### src/rtl/pg_pkg.sv
package pg_pkg;

    localparam int NUM_SPACES = 3;

    typedef enum logic [1:0] {
        SP_LOW  = 2'b00,
        SP_MID  = 2'b01,
        SP_HIGH = 2'b10,
        SP_NONE = 2'b11
    } space_e;

    typedef struct packed {
        logic monitor;
        logic hit;
    } pg_verdict_t;

    function automatic logic space_checked(input logic [1:0] sp,
                                           input logic [NUM_SPACES-1:0] en);
        logic r;
        r = 1'b0;
        for (int i = 0; i < NUM_SPACES; i++) begin
            if (sp == 2'(i)) r = en[i];
        end
        return r;
    endfunction

endpackage

### src/rtl/pg_space_gate.sv
module pg_space_gate
    import pg_pkg::*;
(
    input  logic                  cyc_valid,
    input  logic                  is_master,
    input  logic [1:0]            mem_space,
    input  logic [NUM_SPACES-1:0] space_en,
    output logic                  monitor
);
    logic [NUM_SPACES-1:0] sel;

    for (genvar g = 0; g < NUM_SPACES; g++) begin : g_sel
        assign sel[g] = (mem_space == 2'(g)) && space_en[g];
    end

    assign monitor = cyc_valid && is_master && (|sel);
endmodule

### src/rtl/pg_page_store.sv
module pg_page_store #(
    parameter int PAGE_W = 4
) (
    input  logic              clk,
    input  logic              rst,
    input  logic              drop,
    input  logic              load,
    input  logic [PAGE_W-1:0] page_in,
    input  logic [PAGE_W-1:0] mask,
    output logic              hit
);
    logic [PAGE_W-1:0] open_page;
    logic              open_vld;
    logic [PAGE_W-1:0] diff;

    for (genvar b = 0; b < PAGE_W; b++) begin : g_cmp
        assign diff[b] = mask[b] && (page_in[b] != open_page[b]);
    end

    assign hit = open_vld && (diff == '0);

    always_ff @(posedge clk) begin
        if (rst) begin
            open_page <= '0;
            open_vld  <= 1'b0;
        end else if (drop) begin
            open_vld  <= 1'b0;
        end else if (load) begin
            open_page <= page_in;
            open_vld  <= 1'b1;
        end
    end
endmodule

### src/rtl/pg_hit_detect.sv
module pg_hit_detect
    import pg_pkg::*;
#(
    parameter int ADDR_W = 32,
    parameter int COL_W  = 10,
    localparam int PAGE_W = ADDR_W - COL_W
) (
    input  logic                  clk,
    input  logic                  rst,
    input  logic [ADDR_W-1:0]     bus_addr,
    input  logic [1:0]            mem_space,
    input  logic                  is_master,
    input  logic                  cyc_valid,
    input  logic [NUM_SPACES-1:0] space_en,
    input  logic [PAGE_W-1:0]     page_mask,
    output logic                  tt_n
);
    pg_verdict_t verdict;
    logic        unused_col;

    assign unused_col = ^bus_addr[COL_W-1:0];

    pg_space_gate u_gate (
        .cyc_valid (cyc_valid),
        .is_master (is_master),
        .mem_space (mem_space),
        .space_en  (space_en),
        .monitor   (verdict.monitor)
    );

    pg_page_store #(.PAGE_W(PAGE_W)) u_store (
        .clk     (clk),
        .rst     (rst),
        .drop    (!is_master),
        .load    (verdict.monitor),
        .page_in (bus_addr[ADDR_W-1:COL_W]),
        .mask    (page_mask),
        .hit     (verdict.hit)
    );

    always_ff @(posedge clk) begin
        if (rst) tt_n <= 1'b1;
        else     tt_n <= !(verdict.monitor && verdict.hit);
    end
endmodule

### config.mk
export PLATFORM = sky130hd
export DESIGN_NAME = pg_hit_detect
export DESIGN_NICKNAME = d
export VERILOG_FILES = /design/src/rtl/pg_pkg.sv /design/src/rtl/pg_space_gate.sv /design/src/rtl/pg_page_store.sv /design/src/rtl/pg_hit_detect.sv
export SDC_FILE = /design/constraint.sdc
export NUM_CORES = 1
export LEC_CHECK = 0
export ABC_AREA = 1
export BUFFER_PORTS_ARGS = -buffer_cell sky130_fd_sc_hd__buf_2
export CORE_MARGIN = 8
export CORE_UTILIZATION = 25
export CTS_CLUSTER_DIAMETER = 150
export DETAILED_ROUTE_END_ITERATION = 8
export HOLD_SLACK_MARGIN = 0.08
export SYNTH_ARGS = -nofsm -noshare
export SYNTH_HDL_FRONTEND = slang
export SYNTH_SLANG_ARGS = --single-unit
### constraint.sdc
create_clock -name clk -period 1.12 [get_ports clk]
set_input_delay 0.224 -clock clk [delete_from_list [all_inputs] [get_ports clk]]
set_output_delay 0.224 -clock clk [all_outputs]
set_load 0.02 [all_outputs]
== Word-level counts from Yosys, hierarchy flattened ==
Cells that the tools add are included.
Word-level totals
  flip-flop bits (word level): 24
  output and inout bits: 1
Cells by class
  equality and inequality tests: 24
  bitwise operators: 1
  reduce and logical (&&, ||, !) cells: 35
Operator list (count)
  $logic_and A1 B1 Y1: 29
  $logic_not A22 Y1: 1
  $ne A1 B1 Y1: 22
  $reduce_or A3 Y1: 1
  $eq A2 B1 Y1 const B: 1
  $eq A2 B2 Y1 const B: 1
  $logic_not A2 Y1: 1
  $reduce_and A2 Y1: 1
  $reduce_or A2 Y1: 1
  $logic_not A1 Y1: 1
  $not A1 Y1: 1

== Longest topological paths before layout ==
  depth after elaboration: 6
  mapped depth: 8

== Hierarchy ==
Synthesis repeated with hierarchy kept, for this count alone.
Second synthesis, totals
  cells, all modules: 218
  area total of the unflattened synthesis: 1391.3 um2
By module, submodules not included
  pg_page_store: times used 1, cells an instance 204, area an instance 1311.3 um2, seq. area each 460.4 um2
  pg_space_gate: times used 1, cells an instance 10, area an instance 42.5 um2, seq. area each 0.0 um2
  pg_hit_detect: times used 1, cells an instance 4, area an instance 37.5 um2, seq. area each 20.0 um2

== Worst setup path after synthesis ==
Ideal clock, no wire load.
  path kind: input to register
  start: in mem_space[0]
  end: reg u_store.open_page[0]
  setup time: 0.066 ns
  arrival time: 0.927 ns
  required time: 1.054 ns
  slack: 0.126 ns
  stages: 8
  buffers on the path: 1
  path through: inv_2 > nor2_2 > nor2_4 > nand2_2 > nor2_4 > buf_6 > nand2_1 > a21oi_2
Between the ends
  longest elaborated chain between the ends: 5
Ends and longest elaborated chain
  start: declaration: line pg_hit_detect.sv:11  | input logic [1:0] mem_space,
  $eq A2 B1 Y1 (tied with other cells): line pg_space_gate.sv:13  | assign sel[g] = (mem_space == 2'(g)) && space_en[g];
  $logic_and A1 B1 Y1: line pg_space_gate.sv:13
  $reduce_or A3 Y1 *: line pg_space_gate.sv:16  | assign monitor = cyc_valid && is_master && (|sel);
  $logic_and A1 B1 Y1 *: line pg_space_gate.sv:16
  $reduce_and A2 Y1 (no source line) *
  end signal: assignment: line pg_page_store.sv:29  | open_page <= page_in;
  end: declaration: line pg_page_store.sv:12  | logic [PAGE_W-1:0] open_page;
Every way passes the cells marked *; elsewhere a longest branch is shown, timed or not.
A chain may end at the register's enable or synchronous reset.

== Worst setup path in the final report ==
  start: reg u_store.open_page[9]
  end: reg tt_n
Between the ends
  longest elaborated chain between the ends: 6
Ends and longest elaborated chain
  $ne A1 B1 Y1: line pg_page_store.sv:17  | assign diff[b] = mask[b] && (page_in[b] != open_page[b]);
  $logic_and A1 B1 Y1: line pg_page_store.sv:17
  $logic_not A22 Y1: line pg_page_store.sv:20  | assign hit = open_vld && (diff == '0);
  $logic_and A1 B1 Y1: line pg_page_store.sv:20
  $logic_and A1 B1 Y1: line pg_hit_detect.sv:43  | else tt_n <= !(verdict.monitor && verdict.hit);
  $logic_not A1 Y1: line pg_hit_detect.sv:43
  end signal: assignment: line pg_hit_detect.sv:43
  end: declaration: line pg_hit_detect.sv:16  | output logic tt_n
Every way passes these cells.

==> results.cfg <==
[timing]
hold_ws_ns = 0.226
fmax_mhz = 981
tightest_slew_ns = 0.344
fin_skew_ns = 0.00412
period_needed_ns = 1.02
slew_viol_final = 0
timing.final.crit_share_pct = 91.0
setup_violations = 0
hold_violations = 0
rsz0062_at_grt = false
max_slew_margin_pct = 77.1
tns_ns = 0

[synthesis]
postSynthRegisterBits = 24
yosysTopAreaCellShare_pct = 32.9
synth-edff-count = 0
synth.top_cells.by_area = dfxtp_1 (33%), nand2_1 (25%), inv_1 (10%), a21oi_2 (7.8%), nand3_1 (7.2%)
synthFlopType = dfxtp_1
synth_area_sq_um = 1460
synth_warnings = 0
ys_seq_area_share_pct = 32.9
synth_area_leader_cell = dfxtp_1
yosysUniqueCellTypes = 19
avgSynthCellArea_sq_um = 6.23
synthCells = 234
synth_fp_nets = 297
synth_most_common_cell = nand2_1
synthTopCellsByCount = nand2_1 (99), inv_1 (40), dfxtp_1 (24)
synthArstFlopShare_pct = 0

[worst_setup_path]
critPathKind = reg -> reg
required_ns = 1.28
worst_path_max_delay_cell = dfxtp_1
cp_max_fo = 3
worstPathArrival_ns = 1.18
max_stage_delay_ns = 0.33
cp_common_cell = nand3_1
path_cells = or2_2, nand3_1, nand3_1, nor2_1, nand2_1
crit_path_end_kind = register
start_kind = register

[floorplanning]
dieArea_sq_um = 8540
rows = 28
dieHeight_um = 92.4
io_pins = 64
die_x_um = 92.4
initial_core_util_pct = 25.2
core_area_sq_um = 5780

[power]
switching_share_pct = 26.2
p_total_w = 0.00174
ir_worst_vdd_mv = 0.581
p_comb_share_pct = 20.0
power_density_nw_per_um2 = 924
p_clk_share_pct = 28.2
pwr-share-seq_pct = 51.8
p_int_w = 0.00128
p_switching_w = 0.000455
p_leak_nw = 0.867

[route]
via_per_inst = 3.96
drtIter0Drc = 58
ant_nets = 0
drc = 0
wl_per_cell_um = 10.1
routed_wl_mm = 3.70
dr.pass1.iters = 4
via_count = 1444

[global_routing]
grt_max_degree = 24
gr-total-overflow = 0
first_global_vias = 1395
globalRouteTotalUtil_pct = 8.83
grt_pass1_wl_mm = 6.22
grt_antenna_before_repair = 0

[cts]
htree_levels = 1
numCtsBuffers = 3
cts-resized-gates = 0
insertion_delay_ns = 0.26
clock_sinks = 24
cts_tree = yes
post_cts_buffers = 0
ctsRootBufferMaster = clkbuf_8
hold_buffers = 0
clk_path_buf_depth = 2
clk_pin_slew_worst_paths_ns = 0.08

[cells_and_area]
final_cell_area_sq_um = 1880
drive_above_1_share_pct = 32.1
nets = 355
antennaDiodeCount = 0
area_growth_pct = 29.0
n_fill_cell = 653

[placement]
io_buffers = 53
place_area_sq_um = 1820
hpwl_mm = 2.94
globalplace.congestion = 0.687

[status]
run_status = complete, no violations

[job]
cap_violations = 0

[min_path]
hold_path_class = in -> reg
## power by group through the flow
| stage | combinational (W) | sequential [W] | clock [W] |
|---|---|---|---|
| 5_1_grt | 0.000404 | 0.000904 | 0.000560 |
| 2_1_floorplan | 0.000196 | 0.000914 | 0 |
| 4_1_cts | 0.000351 | 0.000898 | 0.000522 |
| 6_report | 0.000348 | 0.000900 | 0.000490 |
| 3_5_place_dp | 0.000350 | 0.000918 | 0 |
| 3_3_place_gp | 0.000346 | 0.000917 | 0 |
## flip-flops by register name, indices dropped and copies added, names as in the netlist
signal and cells:
tt_n 1, u_store.open_vld 1, u_store.open_page 22
## final cells by class
type | instances | area [sq um] | share of cell area, %
clock buffers | 3 | 41.3 | 2.19
inverters | 41 | 154 | 8.18
multi-input cells | 163 | 783 | 41.6
flip-flops and latches | 24 | 487 | 25.9
well taps | 75 | 93.8 | 4.99
repair buffers | 59 | 323 | 17.2
## metal layers
layer | GRT usage (%) | vias up | share of wire (%)
met1 | 10.8 | 588 | 49
li1 | - | 818 | -
met2 | 14.6 | 36 | 44
met4 | 1.61 | 0 | 0.62
met5 | 0 | - | 0
met3 | 3.24 | 2 | 6.0
## path summary, 6_finish.rpt
kind                    startpoint                    end  slack, ns  depth (start not counted)
min                   bus_addr[25]  u_store.open_page[15]       0.23                          3
max           u_store.open_page[9]                   tt_n       0.10                          5
max reg2reg   u_store.open_page[9]                   tt_n       0.10                          5
min reg2reg  u_store.open_page[21]  u_store.open_page[21]       0.47                          2
## cell usage in the layout, fill, tap and decap left out, types with 2 or more instances in the layout
master / instances
nand2_2: 4
xor2_1: 2
inv_2: 2
buf_4: 5
nand3_1: 20
clkbuf_8: 3
a21oi_2: 13
nand2_1: 97
nor2_2: 2
dfxtp_1: 19
inv_1: 39
buf_2: 53
nor2_4: 2
nor2_1: 8
dfxtp_2: 5
nand3b_1: 2
a21oi_1: 9
## kinds of logic (layout without fill, tap and decap cells)
group | count (synthesis) | in the layout | synth area share, %
buf+inv | 47 | 103 | 14.2
simple gates | 137 | 137 | 39.3
xor+xnor | 2 | 2 | 1.20
compound gates | 24 | 24 | 12.3
flops | 24 | 24 | 32.9
## critical path: cells and delay by family, from the launching register on
family / cells / cell delay (ns)
flip-flops: 1 / 0.33
AND/OR/NAND/NOR: 5 / 0.58
## stage by stage
step / cells / utilization [%] / setup WS (ns)
3_3_place_gp: 362 / 31.5 / -0.0827
3_5_place_dp: 362 / 31.5 / -0.105
6_report: 365 / 32.6 / 0.100
2_1_floorplan: 234 / - / 0.126
4_1_cts: 365 / 32.2 / 0.0926
5_1_grt: 365 / 32.6 / 0.000426
Power figures use the tool's default switching activity.
